[config.mk]
export PLATFORM = sky130hd
export DESIGN_NAME = fpint_cmp
export DESIGN_NICKNAME = d
export VERILOG_FILES = /design/src/rtl/fpint_pkg.sv /design/src/rtl/int_widen.sv /design/src/rtl/fpx_classify.sv /design/src/rtl/fpx_order.sv /design/src/rtl/fpint_cmp.sv
export SDC_FILE = /design/constraint.sdc
export NUM_CORES = 1
export LEC_CHECK = 0
export BUFFER_PORTS_ARGS = -buffer_cell sky130_fd_sc_hd__buf_2
export CAP_MARGIN = 10
export CORE_MARGIN = 2
export CORE_UTILIZATION = 45
export CTS_CLUSTER_DIAMETER = 50
export CTS_CLUSTER_SIZE = 28
export DETAILED_ROUTE_END_ITERATION = 10
export MAX_ROUTING_LAYER = met4
export PLACE_DENSITY_LB_ADDON = 0.25
export SETUP_SLACK_MARGIN = 0.5
export SKIP_LAST_GASP = 1
export SLEW_MARGIN = 30
export SYNTH_ARGS = -nofsm -noshare
export SYNTH_HDL_FRONTEND = slang
export SYNTH_HIERARCHICAL = 1
export SYNTH_SLANG_ARGS = --single-unit
[constraint.sdc]
create_clock -name clk -period 0.8 [get_ports clk]
set_input_delay 0.04 -clock clk [delete_from_list [all_inputs] [get_ports clk]]
set_output_delay 0.04 -clock clk [all_outputs]
set_load 0.02 [all_outputs]
[src/rtl/fpint_pkg.sv]
package fpint_pkg;
  localparam int EXP_W    = 15;
  localparam int MAN_W    = 64;
  localparam int EXP_BIAS = 16383;

  typedef struct packed {
    logic             sign;
    logic [EXP_W-1:0] exp;
    logic [MAN_W-1:0] man;
  } ext_t;

  typedef enum logic [2:0] {
    CC_GT = 3'b000,
    CC_LT = 3'b001,
    CC_EQ = 3'b100,
    CC_UN = 3'b111
  } cc_e;

  typedef struct packed {
    logic is_zero;
    logic is_denorm;
    logic is_inf;
    logic is_nan;
    logic is_snan;
    logic is_unsup;
  } cls_t;
endpackage

[src/rtl/int_widen.sv]
module int_widen
  import fpint_pkg::*;
#(
  parameter int INT_W    = 32,
  parameter int NARROW_W = 16
) (
  input  logic [INT_W-1:0] int_raw,
  input  logic             wide_sel,
  output ext_t             ext_val
);
  localparam int LZ_W = $clog2(INT_W + 1);

  logic [INT_W-1:0] sval;
  logic [INT_W-1:0] mag;
  logic [LZ_W-1:0]  lz;
  logic [INT_W-1:0] norm;
  logic             neg;

  function automatic logic [LZ_W-1:0] lead_zeros(input logic [INT_W-1:0] x);
    logic [LZ_W-1:0] cnt;
    logic            hit;
    cnt = '0;
    hit = 1'b0;
    for (int i = INT_W - 1; i >= 0; i--) begin
      if (!hit && x[i]) hit = 1'b1;
      if (!hit) cnt = cnt + 1'b1;
    end
    return cnt;
  endfunction

  always_comb begin
    if (wide_sel) sval = int_raw;
    else          sval = {{(INT_W-NARROW_W){int_raw[NARROW_W-1]}}, int_raw[NARROW_W-1:0]};
    neg  = sval[INT_W-1];
    mag  = neg ? (~sval + 1'b1) : sval;
    lz   = lead_zeros(mag);
    norm = mag << lz;
    if (mag == '0) begin
      ext_val = '0;
    end else begin
      ext_val.sign = neg;
      ext_val.exp  = EXP_W'(EXP_BIAS + INT_W - 1 - int'(lz));
      ext_val.man  = {norm, {(MAN_W-INT_W){1'b0}}};
    end
  end
endmodule

[src/rtl/fpx_classify.sv]
module fpx_classify
  import fpint_pkg::*;
(
  input  ext_t v,
  output cls_t c
);
  logic exp_all1, exp_all0, jbit, frac_nz;

  always_comb begin
    exp_all1    = &v.exp;
    exp_all0    = ~|v.exp;
    jbit        = v.man[MAN_W-1];
    frac_nz     = |v.man[MAN_W-2:0];
    c.is_zero   = exp_all0 && (v.man == '0);
    c.is_denorm = exp_all0 && (v.man != '0);
    c.is_unsup  = !exp_all0 && !jbit;
    c.is_inf    = exp_all1 && jbit && !frac_nz;
    c.is_nan    = exp_all1 && jbit && frac_nz;
    c.is_snan   = exp_all1 && jbit && frac_nz && !v.man[MAN_W-2];
  end
endmodule

[src/rtl/fpx_order.sv]
module fpx_order
  import fpint_pkg::*;
(
  input  ext_t a,
  input  ext_t b,
  output cc_e  rel
);
  logic [EXP_W+MAN_W-1:0] ma, mb;
  logic a_zero, b_zero;

  always_comb begin
    ma     = {a.exp, a.man};
    mb     = {b.exp, b.man};
    a_zero = (ma == '0);
    b_zero = (mb == '0);
    if (a_zero && b_zero)      rel = CC_EQ;
    else if (a.sign != b.sign) rel = a.sign ? CC_LT : CC_GT;
    else if (ma == mb)         rel = CC_EQ;
    else if (ma < mb)          rel = a.sign ? CC_GT : CC_LT;
    else                       rel = a.sign ? CC_LT : CC_GT;
  end
endmodule

[src/rtl/fpint_cmp.sv]
module fpint_cmp
  import fpint_pkg::*;
#(
  parameter int INT_W    = 32,
  parameter int NARROW_W = 16
) (
  input  logic             clk,
  input  logic             rst_n,
  input  logic             op_valid,
  input  logic [79:0]      st0_val,
  input  logic             st0_empty,
  input  logic [INT_W-1:0] int_opnd,
  input  logic             int_wide,
  input  logic             pop_sel,
  output logic [2:0]       cc,
  output logic             flag_invalid,
  output logic             flag_denorm,
  output logic             flag_stack_fault,
  output logic             pop_req
);
  logic [1:0] rst_pipe;
  logic       rst_sync_n;
  ext_t       st0_x, int_x;
  cls_t       st0_cls;
  cc_e        rel;
  cc_e        cc_d, cc_q;
  logic       inv_d, den_d, sf_d;
  logic       inv_q, den_q, sf_q, pop_q;

  always_ff @(posedge clk or negedge rst_n) begin
    if (!rst_n) rst_pipe <= 2'b00;
    else        rst_pipe <= {rst_pipe[0], 1'b1};
  end
  assign rst_sync_n = rst_pipe[1];

  assign st0_x = st0_val;

  int_widen #(.INT_W(INT_W), .NARROW_W(NARROW_W)) widen_i (
    .int_raw (int_opnd),
    .wide_sel(int_wide),
    .ext_val (int_x)
  );

  fpx_classify class_i (
    .v(st0_x),
    .c(st0_cls)
  );

  fpx_order order_i (
    .a  (st0_x),
    .b  (int_x),
    .rel(rel)
  );

  always_comb begin
    cc_d  = rel;
    inv_d = 1'b0;
    den_d = 1'b0;
    sf_d  = 1'b0;
    if (st0_empty) begin
      cc_d  = CC_UN;
      inv_d = 1'b1;
      sf_d  = 1'b1;
    end else if (st0_cls.is_nan || st0_cls.is_unsup) begin
      cc_d  = CC_UN;
      inv_d = 1'b1;
    end else begin
      den_d = st0_cls.is_denorm;
    end
  end

  always_ff @(posedge clk or negedge rst_sync_n) begin
    if (!rst_sync_n) begin
      cc_q  <= CC_GT;
      inv_q <= 1'b0;
      den_q <= 1'b0;
      sf_q  <= 1'b0;
      pop_q <= 1'b0;
    end else begin
      pop_q <= op_valid && pop_sel;
      if (op_valid) begin
        cc_q  <= cc_d;
        inv_q <= inv_d;
        den_q <= den_d;
        sf_q  <= sf_d;
      end
    end
  end

  assign cc               = cc_q;
  assign flag_invalid     = inv_q;
  assign flag_denorm      = den_q;
  assign flag_stack_fault = sf_q;
  assign pop_req          = pop_q;


  cc_legal_chk: assert property (@(posedge clk) disable iff (!rst_sync_n)
    cc inside {3'b000, 3'b001, 3'b100, 3'b111});


  unord_inv_chk: assert property (@(posedge clk) disable iff (!rst_sync_n)
    (cc == 3'b111) |-> flag_invalid);


  sfault_chk: assert property (@(posedge clk) disable iff (!rst_sync_n)
    flag_stack_fault |-> (flag_invalid && !flag_denorm && cc == 3'b111));


  pop_src_chk: assert property (@(posedge clk) disable iff (!rst_sync_n)
    pop_req |-> $past(op_valid && pop_sel));


  hold_chk: assert property (@(posedge clk) disable iff (!rst_sync_n)
    !$past(op_valid) |-> ($stable(cc) && $stable(flag_invalid) && $stable(flag_denorm)));
endmodule

# Yosys cells after proc, flatten, opt, wreduce, memory -nomap -nowiden
# Index checks and enable logic that the tools add are counted.
# W data, S select, Z words.
# word_totals
regBits,9
latch_bits,0
mem_bits_rw,0
rom_bits,0
inputBits,118
output_inout_bits,7
memories,0
# op_classes
add_sub_neg,33
n_mul,0
div,0
n_lt_le_gt_ge,1
eq_ne,2
n_shift,1
n_mux,80
bitwise,1
reduce_logical,78
# op_table
operator,n
$mux W6,31
$add A6 B1 Y6 const B,30
$logic_not A79 Y1,2
$mux W80,1
$eq A79 B79 Y1,1
$lt A79 B79 Y1,1
$mux W32,2
$reduce_bool A64 Y1,1
$reduce_or A63 Y1,1
$mux W1,40
$logic_and A1 B1 Y1,37
$logic_not A1 Y1,33
$add A32 B1 Y32 const B,1
$logic_not A32 Y1,1
$not A32 Y32,1
$shl A32 B6 Y32,1
$mux W3,6
$reduce_and A15 Y1,1
$reduce_or A15 Y1,1
$sub A15 B6 Y15 const A,1
$add A1 B1 Y2 const B,1
$logic_or A1 B1 Y1,1
$ne A1 B1 Y1,1

# Depth between registers and ports, before layout
# Gate-level depths: netlist (run 1).
# logic_depth
word_depth,108
ltp_mapped,102

# Cells and area by module
# The synthesis (run 1) kept the hierarchy.
# modules_own_cells
module,instances,cells_per_inst,area_each_um2,seq_area_each_um2
int_widen,1,1240,7868.8,0.0
fpx_order,1,345,2402.3,0.0
fpint_cmp,1,27,335.3,225.2
fpx_classify,1,38,254.0,0.0

# Worst setup path before layout (run 1)
# Ideal clock, no wire load.
# synth_timing
path_type,input -> register
start,input port int_opnd[12]
end,"register cc_q[0], in the netlist cc[0]"
setup_ps,82
arrival_time_ps,16048
required_ps,718
setup_slack_ps,-15330
path_stages,98
n_path_buf,5
cell_sequence,or4_1 > buf_2 > or3_1 > buf_2 > nor4bb_1 > a221oi_1 > nand2_1 > inv_1 > ha_1 > nor2_1 > nor2_1 > ha_1 > o21bai_1 > a21oi_1 > ha_1 > mux2i_1 > a21oi_1 > ha_1 > (+62 left out) > buf_1 > nor2_1 > a21oi_1 > nand2_1 > o21ai_0 > mux2i_1 > nor3_1 > inv_1 > ha_1 > a21o_1 > a221o_1 > a221oi_2 > o211ai_1 > o31ai_2 > a21oi_1 > and3b_1 > inv_1 > a31oi_1
# synth_rtl
element,line_no,rtl
from (decl),fpint_cmp.sv:12,"input logic [INT_W-1:0] int_opnd,"
to (signal assigned),fpint_cmp.sv:74,cc_q <= CC_GT;
to (signal assigned),fpint_cmp.sv:82,cc_q <= cc_d;
to (decl),fpint_cmp.sv:26,"cc_e cc_d, cc_q;"

==> metrics, run 1 <==
drc violations 0; Die Area between 20,000 and 30,000 um^2; # IOs 125; commonest non-fill, non-tap cell in the layout buf_4; max-cap violations 0; Leakage 8.38 nW; YS warnings 6; endpoints failing hold 0; Diodes inserted 0; Worst Tran Pin Value roughly 0.74 ns; pin count of the biggest net entering global routing 27; Setup CP Type in2reg; initial antenna violation count 0; initial DRC count 1,250; row cnt 56; worst rel slew slack 0.500; total number of vias 15,500; fillcell total between 1,500 and 2,000; Sink Count 9; # nets final around 2,600; DRT Pass-1 Iters 7; Crit path top cell by count buf_4; Die Ht 159 um; Worst Hold Class in2reg; CP endpoint kind flip-flop; min cycle time layout around 16 ns; crit-path max cell delay 0.57 ns; Peak VDD IR between 1 and 1.5 mV; ANT nets after route 0; vias in the first global route between 10,000 and 15,000; total CTS buffers 3; Worst Clk Skew 0.00206 ns; Fin Hold WS 0.0165 ns; CTS tree done; mapped cell area 10,800 um^2; clock insertion delay at the later pin of the skew report 0.24 ns; Critical Path Fanout Max 8; setup ws final -15.42 ns; first-pass GRT wire length 72.7 mm; Core Area approximately 24,000 um^2; Setup Viol. Count Final 9; Max Fclk 61.6 MHz; die width 159 um; CTS Buffer Depth 2; Post-Syn Instances 1,647; drt wl/cell 17.1 um; CTS root buf clkbuf_16; max-slew violations 0; most frequent cells in the layout 664 x buf_4, 159 x nand2_1, 147 x nor2_1; initial core utilization 0.460; drt total wl 46.5 mm; grt total ovfl 0; via/cell ratio 5.70; Layout area overhead 64.5%; pre-CTS WS -15.76 ns; Critical Path Start Type primary input; Reg clk slew, reported paths 0.04 ns; status complete, but fails checks; power per cell area 1550 nW/um^2; Worst Path Required 0.96 ns; failing checks negative setup slack; GRT Total Usage 0.351; WP data arrival 16.38 ns; GP Congestion 0.971; H-tree depth 1; Worst path slowest cell or4_4; RSZ-0062 raised after global routing yes; Final HPWL DP 37.8 mm; final worst-path cycle share 20.3; Power Total 27.6 mW; Syn Area/Cell around 6.6 um^2; layout cell share with drive strength beyond 1 0.425; Port Buf Inserts 124
-- layer usage --
| layer | share of wire | vias to the layer above | GRT usage |
|---|---|---|---|
| li1 | - | 7538 | - |
| met5 | 0 | - | - |
| met3 | 0.054 | 80 | 0.0287 |
| met1 | 0.45 | 7302 | 0.458 |
| met4 | 0.020 | 0 | 0.0686 |
| met2 | 0.48 | 541 | 0.598 |
-- where the power goes --
part           leakage [nW]  total, mW  internal (mW)  switching [mW]
Sequential           0.0973      0.511          0.488          0.0233
Clock                0.0409      0.893          0.660           0.233
Combinational          8.25       26.2           13.1            13.1
-- state kept, by name, summed over array words and instances, names as in the netlist --
register and cells:
cc 3, flag_invalid 1, pop_req 1, flag_stack_fault 1, rst_pipe 2, flag_denorm 1
-- worst max-delay path, delay by kind of cell --
family	cells	cell delay, ns
adder cells (fa/ha/maj)	14	3.69
XOR/XNOR	4	0.82
multiplexers	8	1.57
buffers and inverters	23	2.74
AO/OA/AOI/OAI	27	4.57
AND/OR/NAND/NOR	16	2.93
-- repair_timing --
item,in CTS,in global routing
endpoints found under the setup margin,21,18
resized for setup,93,77
cloned,2,0
setup buffers,43,22
hold endpoints to repair,2,0
hold buffers,1,0
pin swaps,68,71
-- metrics by stage --
stage,util,TNS (ns),instance area (um^2),cells
3_3_place_gp,0.695,-33.57,16400,2639
2_1_floorplan,-,-29.64,11200,1678
5_1_grt,0.757,-34.82,17800,2711
4_1_cts,0.734,-32.19,17300,2689
6_report,0.757,-32.81,17800,2711
3_5_place_dp,0.695,-34.61,16400,2639
-- final cells by class --
class | count | area (um^2) | area share
Inverter | 120 | 450 | 0.0253
Timing Repair Buffer | 812 | 6010 | 0.337
Clock buffer | 3 | 75.1 | 0.00421
Tap cell | 319 | 399 | 0.0224
Clock inverter | 1 | 5.00 | 0.000281
Sequential cell | 9 | 231 | 0.0130
Multi-Input combinational cell | 1447 | 10700 | 0.598
-- path summary, 6_finish.rpt --
path	start	endpoint	slack (ns)	depth (start not counted)
max in group asynchronous	rst_pipe[1]	cc[2]	0.54	0
worst max-delay path	int_opnd[19]	cc[0]	-15.42	92
worst min register to register	rst_pipe[1]	pop_req	0.09	0
min in group asynchronous	rst_pipe[1]	pop_req	0.09	0
worst max register to register	flag_denorm	flag_denorm	-0.03	2
worst min-delay path	pop_sel	pop_req	0.02	2
No activity file was read; power rests on OpenSTA's default activity.
==> run 2, diff against run 1 <==
--- a/config.mk
+++ b/config.mk
@@ -5,6 +5,7 @@
 export SDC_FILE = /design/constraint.sdc
 export NUM_CORES = 1
 export LEC_CHECK = 0
+export ABC_AREA = 1
 export BUFFER_PORTS_ARGS = -buffer_cell sky130_fd_sc_hd__buf_2
 export CAP_MARGIN = 10
 export CORE_MARGIN = 2
==> metrics, run 2 <==
status complete, but fails checks (unchanged); failing checks negative setup slack (unchanged); Sink Count 9 (unchanged); CP endpoint kind flip-flop (unchanged); # nets final 2,751 (was 2,622); Port Buf Inserts 124 (unchanged); vias in the first global route 12,800 (was 14,700); WP data arrival 13.02 ns (was 16.38 ns); Core Area 23,300 um^2 (was 23,500 um^2); total CTS buffers 3 (unchanged); commonest non-fill, non-tap cell in the layout nand2_1 (was buf_4); max reg flops 3 (unchanged); Final HPWL DP 27.8 mm (was 37.8 mm); Worst Hold Class in2reg (unchanged); Power Total 14.5 mW (was 27.6 mW); crit-path max cell delay 0.30 ns (was 0.57 ns); first-pass GRT wire length 53.8 mm (was 72.7 mm); drt total wl 32.8 mm (was 46.5 mm); power per cell area 928 nW/um^2 (was 1550 nW/um^2); total number of vias 13,600 (was 15,500); Layout area overhead 47.8% (was 64.5%); Reg clk slew, reported paths 0.04 ns (about the same); GP Congestion 0.941 (was 0.971); die width 157 um (was 159 um); endpoints failing hold 0 (unchanged); Worst path slowest cell ha_1 (was or4_4); Critical Path Start Type primary input (unchanged); max-cap violations 0 (unchanged); DRT Pass-1 Iters 5 (was 7); Worst Path Required 0.93 ns (was 0.96 ns); clock insertion delay at the later pin of the skew report 0.24 ns (about the same); Worst Clk Skew 0.00313 ns (was 0.00206 ns); final worst-path cycle share 16.1 (was 20.3); YS warnings 6 (unchanged); initial DRC count 751 (was 1,250); CTS Buffer Depth 2 (unchanged); Die Area 24,800 um^2 (was 25,300 um^2); Syn Area/Cell 5.31 um^2 (was 6.58 um^2); # IOs 125 (unchanged); Diodes inserted 0 (unchanged); Leakage 8.86 nW (was 8.38 nW); Max Fclk 77.6 MHz (was 61.6 MHz); GRT Total Usage 0.264 (was 0.351); setup ws final -12.09 ns (was -15.42 ns); Critical Path Fanout Max 7 (was 8); CTS tree done (unchanged); Crit path top cell by count nand2_1 (was buf_4); initial antenna violation count 0 (unchanged); Post-Syn Instances 1,994 (was 1,647); worst path bufs/invs 19 (was 23); drc violations 0 (unchanged); Final Instance Area 15,700 um^2 (was 17,800 um^2); row cnt 56 (unchanged); Peak VDD IR 0.635 mV (was 1.10 mV); max-slew violations 0 (unchanged); layout cell share with drive strength beyond 1 0.371 (was 0.425); H-tree depth 1 (unchanged); drt wl/cell 11.6 um (was 17.1 um); most frequent cells in the layout 574 x nand2_1, 410 x buf_4, 305 x inv_1 (was 664 x buf_4, 159 x nand2_1, 147 x nor2_1); Setup CP Type in2reg (unchanged); ANT nets after route 0 (unchanged); CTS root buf clkbuf_16 (unchanged); Die Ht 157 um (was 159 um); min cycle time layout 12.89 ns (was 16.22 ns); Setup Viol. Count Final 10 (was 9); via/cell ratio 4.80 (was 5.70); initial core utilization 0.455 (was 0.460); Post-DP Area 14,600 um^2 (was 16,400 um^2); RSZ-0062 raised after global routing yes (unchanged); grt total ovfl 0 (unchanged); mapped cell area 10,600 um^2 (was 10,800 um^2); family with the most delay on the worst path adder cells (was compound AO/OA/AOI/OAI gates); pin count of the biggest net entering global routing 26 (was 27)
==> run 2: cell types whose count changed in the layout (fill, tap and decap cells not counted), sizes merged, moves of 69 or more <==
cell	change
nand2	+497
buf	-252
inv	+245
nor2	+151
a21oi	-75
mux2i	-72
nand3	+69
==> run 2: timing repair <==
action,4_1_cts,5_1_grt
endpoints found under the hold margin,3,0
setup buffers,29,8
endpoints found under the setup margin,21,14
hold buffers,1,0
gates cloned,2,0
pin swaps,48,30
resized for setup,122,77
==> run 2: routing by layer <==
layer  global-route usage  part of all wire  vias up
met5                    -                 0        -
met1                0.314              0.44     6036
met3               0.0165             0.035       57
li1                     -                 -     7271
met2                0.487              0.50      264
met4               0.0589             0.020        0
==> run 2: cell type report <==
class,instances,area [um^2]
well taps,319,399
repair buffers,561,4190
inverters,364,1380
flip-flops and latches,9,233
fillers,2152,7610
clock buffers,3,75.1
clock inverters,1,5.00
multi-input cells,1583,9360
==> run 2: path summary, 6_finish.rpt <==
check | from | to | slack, ns | cells after the start
min in group asynchronous | rst_pipe[1] | cc[2] | 0.08 | 0
setup / recovery | int_opnd[1] | cc[0] | -12.09 | 108
hold / removal | pop_sel | pop_req | 0.02 | 3
hold reg to reg | rst_pipe[1] | cc[2] | 0.08 | 0
setup reg to reg | cc[2] | cc[2] | 0.03 | 3
max in group asynchronous | rst_pipe[1] | flag_stack_fault | 0.55 | 0
==> run 2: power breakdown <==
part	leakage, nW	total, mW	internal [mW]	switching, mW
clock	0.0409	0.901	0.660	0.240
sequential	0.0952	0.510	0.487	0.0224
combinational	8.72	13.1	5.84	7.26
==> run 2: worst reg2reg max path: cells and delay by family (launching register included) <==
kind                   cells  cell delay [ns]
DFF                        1             0.40
buffers and inverters      1             0.13
and+or+nand+nor            2             0.13
==> run 2: stage by stage <==
stage | hold slack, ns | TNS, ns | cells | utilization | setup WS, ns
final | 0.0203 | -25.31 | 2840 | 0.673 | -12.09
after global routing | 0.0199 | -27.59 | 2840 | 0.673 | -13.04
after CTS | -0.000201 | -25.02 | 2832 | 0.658 | -11.98
after detailed placement | -0.175 | -27.99 | 2796 | 0.626 | -12.88
after global placement | -0.176 | -27.01 | 2796 | 0.626 | -12.42
after floorplan | -0.256 | -23.66 | 2025 | - | -11.67
==> run 3, diff against run 2 <==
--- a/config.mk
+++ b/config.mk
@@ -6,13 +6,13 @@
 export NUM_CORES = 1
 export LEC_CHECK = 0
 export ABC_AREA = 1
-export BUFFER_PORTS_ARGS = -buffer_cell sky130_fd_sc_hd__buf_2
 export CAP_MARGIN = 10
 export CORE_MARGIN = 2
 export CORE_UTILIZATION = 45
 export CTS_CLUSTER_DIAMETER = 50
 export CTS_CLUSTER_SIZE = 28
 export DETAILED_ROUTE_END_ITERATION = 10
+export DONT_BUFFER_PORTS = 1
 export MAX_ROUTING_LAYER = met4
 export PLACE_DENSITY_LB_ADDON = 0.25
 export SETUP_SLACK_MARGIN = 0.5
==> metrics, run 3 (synthesized netlist as in run 2, its figures left out) <==
die width 157 um (unchanged); worst rel slew slack 0.668; pin count of the biggest net entering global routing 22 (was 26); first-pass GRT wire length 53.6 mm (was 53.8 mm); Worst Clk Skew 0.000591 ns (was 0.00313 ns); DRT Pass-1 Iters 5 (unchanged); row cnt 56 (unchanged); Worst Tran Pin Value 0.493 ns; pre-CTS WS -12.71 ns (was -12.88 ns); clock insertion delay at the later pin of the skew report 0.23 ns (was 0.24 ns); Layout area overhead 43.6% (was 47.8%); Worst Path Required 0.92 ns (was 0.93 ns); CP endpoint kind flip-flop (unchanged); initial antenna violation count 0 (unchanged); drt total wl 33.3 mm (was 32.8 mm); Core Area 23,300 um^2 (unchanged); RSZ-0062 raised after global routing yes (unchanged); Critical Path Start Type primary input (unchanged); H-tree depth 1 (unchanged); initial core utilization 0.455 (unchanged); Setup CP Type in2reg (unchanged); Diodes inserted 0 (unchanged); total CTS buffers 3 (unchanged); Final HPWL DP 27.0 mm (was 27.8 mm); crit-path max cell delay 0.31 ns (was 0.30 ns); Port Buf Inserts 0 (was 124); WP data arrival 12.86 ns (was 13.02 ns); vias in the first global route 12,300 (was 12,800); Post-DP Area 13,500 um^2 (was 14,600 um^2); GRT Total Usage 0.261 (was 0.264); Max Fclk 78.5 MHz (was 77.6 MHz); CTS tree done (unchanged); via/cell ratio 4.93 (was 4.80); # IOs 125 (unchanged); setup TNS -24.29 ns (was -25.31 ns); CTS root buf clkbuf_16 (unchanged); initial DRC count 698 (was 751); commonest non-fill, non-tap cell in the layout nand2_1 (unchanged); Leakage 8.29 nW (was 8.86 nW); Reg clk slew, reported paths 0.04 ns (about the same); final worst-path cycle share 15.9 (was 16.1); drt wl/cell 12.4 um (was 11.6 um); grt total ovfl 0 (unchanged); status complete, but fails checks (unchanged); min cycle time layout 12.74 ns (was 12.89 ns); most frequent cells in the layout 558 x nand2_1, 373 x buf_4, 289 x inv_1 (was 574 x nand2_1, 410 x buf_4, 305 x inv_1); ANT nets after route 0 (unchanged); Fin Hold WS -0.0971 ns (was 0.0203 ns); drc violations 0 (unchanged); failing checks negative hold slack, negative setup slack (was negative setup slack); hold_buf cts 1 (unchanged); Die Area 24,800 um^2 (unchanged); total number of vias 13,200 (was 13,600); Worst path slowest cell ha_4 (was ha_1); Critical Path Fanout Max 7 (unchanged); GP Congestion 0.916 (was 0.941); setup ws final -11.94 ns (was -12.09 ns); Setup Viol. Count Final 9 (was 10); Peak VDD IR 0.892 mV (was 0.635 mV); endpoints failing hold 7 (was 0); CTS Buffer Depth 2 (unchanged); max-cap violations 0 (unchanged); max reg flops 3 (unchanged); layout cell share with drive strength beyond 1 0.351 (was 0.371); Power Total 14.9 mW (was 14.5 mW); Worst Hold Class in2reg (unchanged); Final Instance Area 15,200 um^2 (was 15,700 um^2); Die Ht 157 um (unchanged); Sink Count 9 (unchanged); # nets final 2,597 (was 2,751); Crit path top cell by count inv_2 (was nand2_1); power per cell area 981 nW/um^2 (was 928 nW/um^2); max-slew violations 0 (unchanged)
-- run 3: cell types whose count changed in the layout (fill, tap and decap cells not counted), sizes merged --
cell      before  now
buf          559  406
clkinv         1    2
clkinvlp       0    1
inv          364  361
-- run 3: per-stage QoR --
stage,util,cells
detailed placement,0.581,2615
floorplan,-,2025
finish,0.654,2686
CTS,0.625,2668
global route,0.654,2686
global placement,0.581,2615
-- run 3: area by class of cell --
cell class	count	area, um^2
clock buffer	4	78.8
fill	2122	8050
tap	319	399
multi-input combinational	1583	9740
inverter	364	1450
timing repair buffer	407	3310
sequential	9	234
-- run 3: worst paths after layout --
path / startpoint / endpoint / slack, ns / cells past startpoint
worst max-delay path: int_opnd[0] / cc[0] / -11.94 / 102
worst min-delay path: op_valid / pop_req / -0.1 / 2
worst max register to register: cc[0] / cc[0] / 0.05 / 3
worst min register to register: rst_pipe[1] / cc[0] / 0.09 / 0
max in group asynchronous: rst_pipe[1] / pop_req / 0.54 / 0
min in group asynchronous: rst_n / rst_pipe[0] / 0.04 / 1
-- run 3: where the power goes --
part	total [mW]	switching, mW	internal [mW]
clock network	0.869	0.205	0.665
registers	0.515	0.0266	0.488
logic	13.5	7.49	6.05
total	14.9	7.72	7.20
-- run 3: layer usage --
metal	global-route usage	share of wire	routed length [um]	vias to the layer above
met3	0.00633	0.036	1190	43
met5	-	0	0	-
met2	0.488	0.51	17000	293
met4	0.0403	0.016	520	0
li1	-	-	-	6947
met1	0.319	0.44	14500	5960
-- run 3: worst max-delay path, delay by kind of cell --
kind            cells  cell delay [ns]
compound gates      9             0.95
fa+ha+maj          21             5.61
buf+inv            21             1.11
simple gates       51             5.11
-- run 3: what timing repair did --
action,CTS,global route
hold endpoints to repair,9,6
gates cloned,5,0
buffers inserted,43,18
setup endpoints to repair,21,19
pin swaps,84,102
resized for setup,156,116
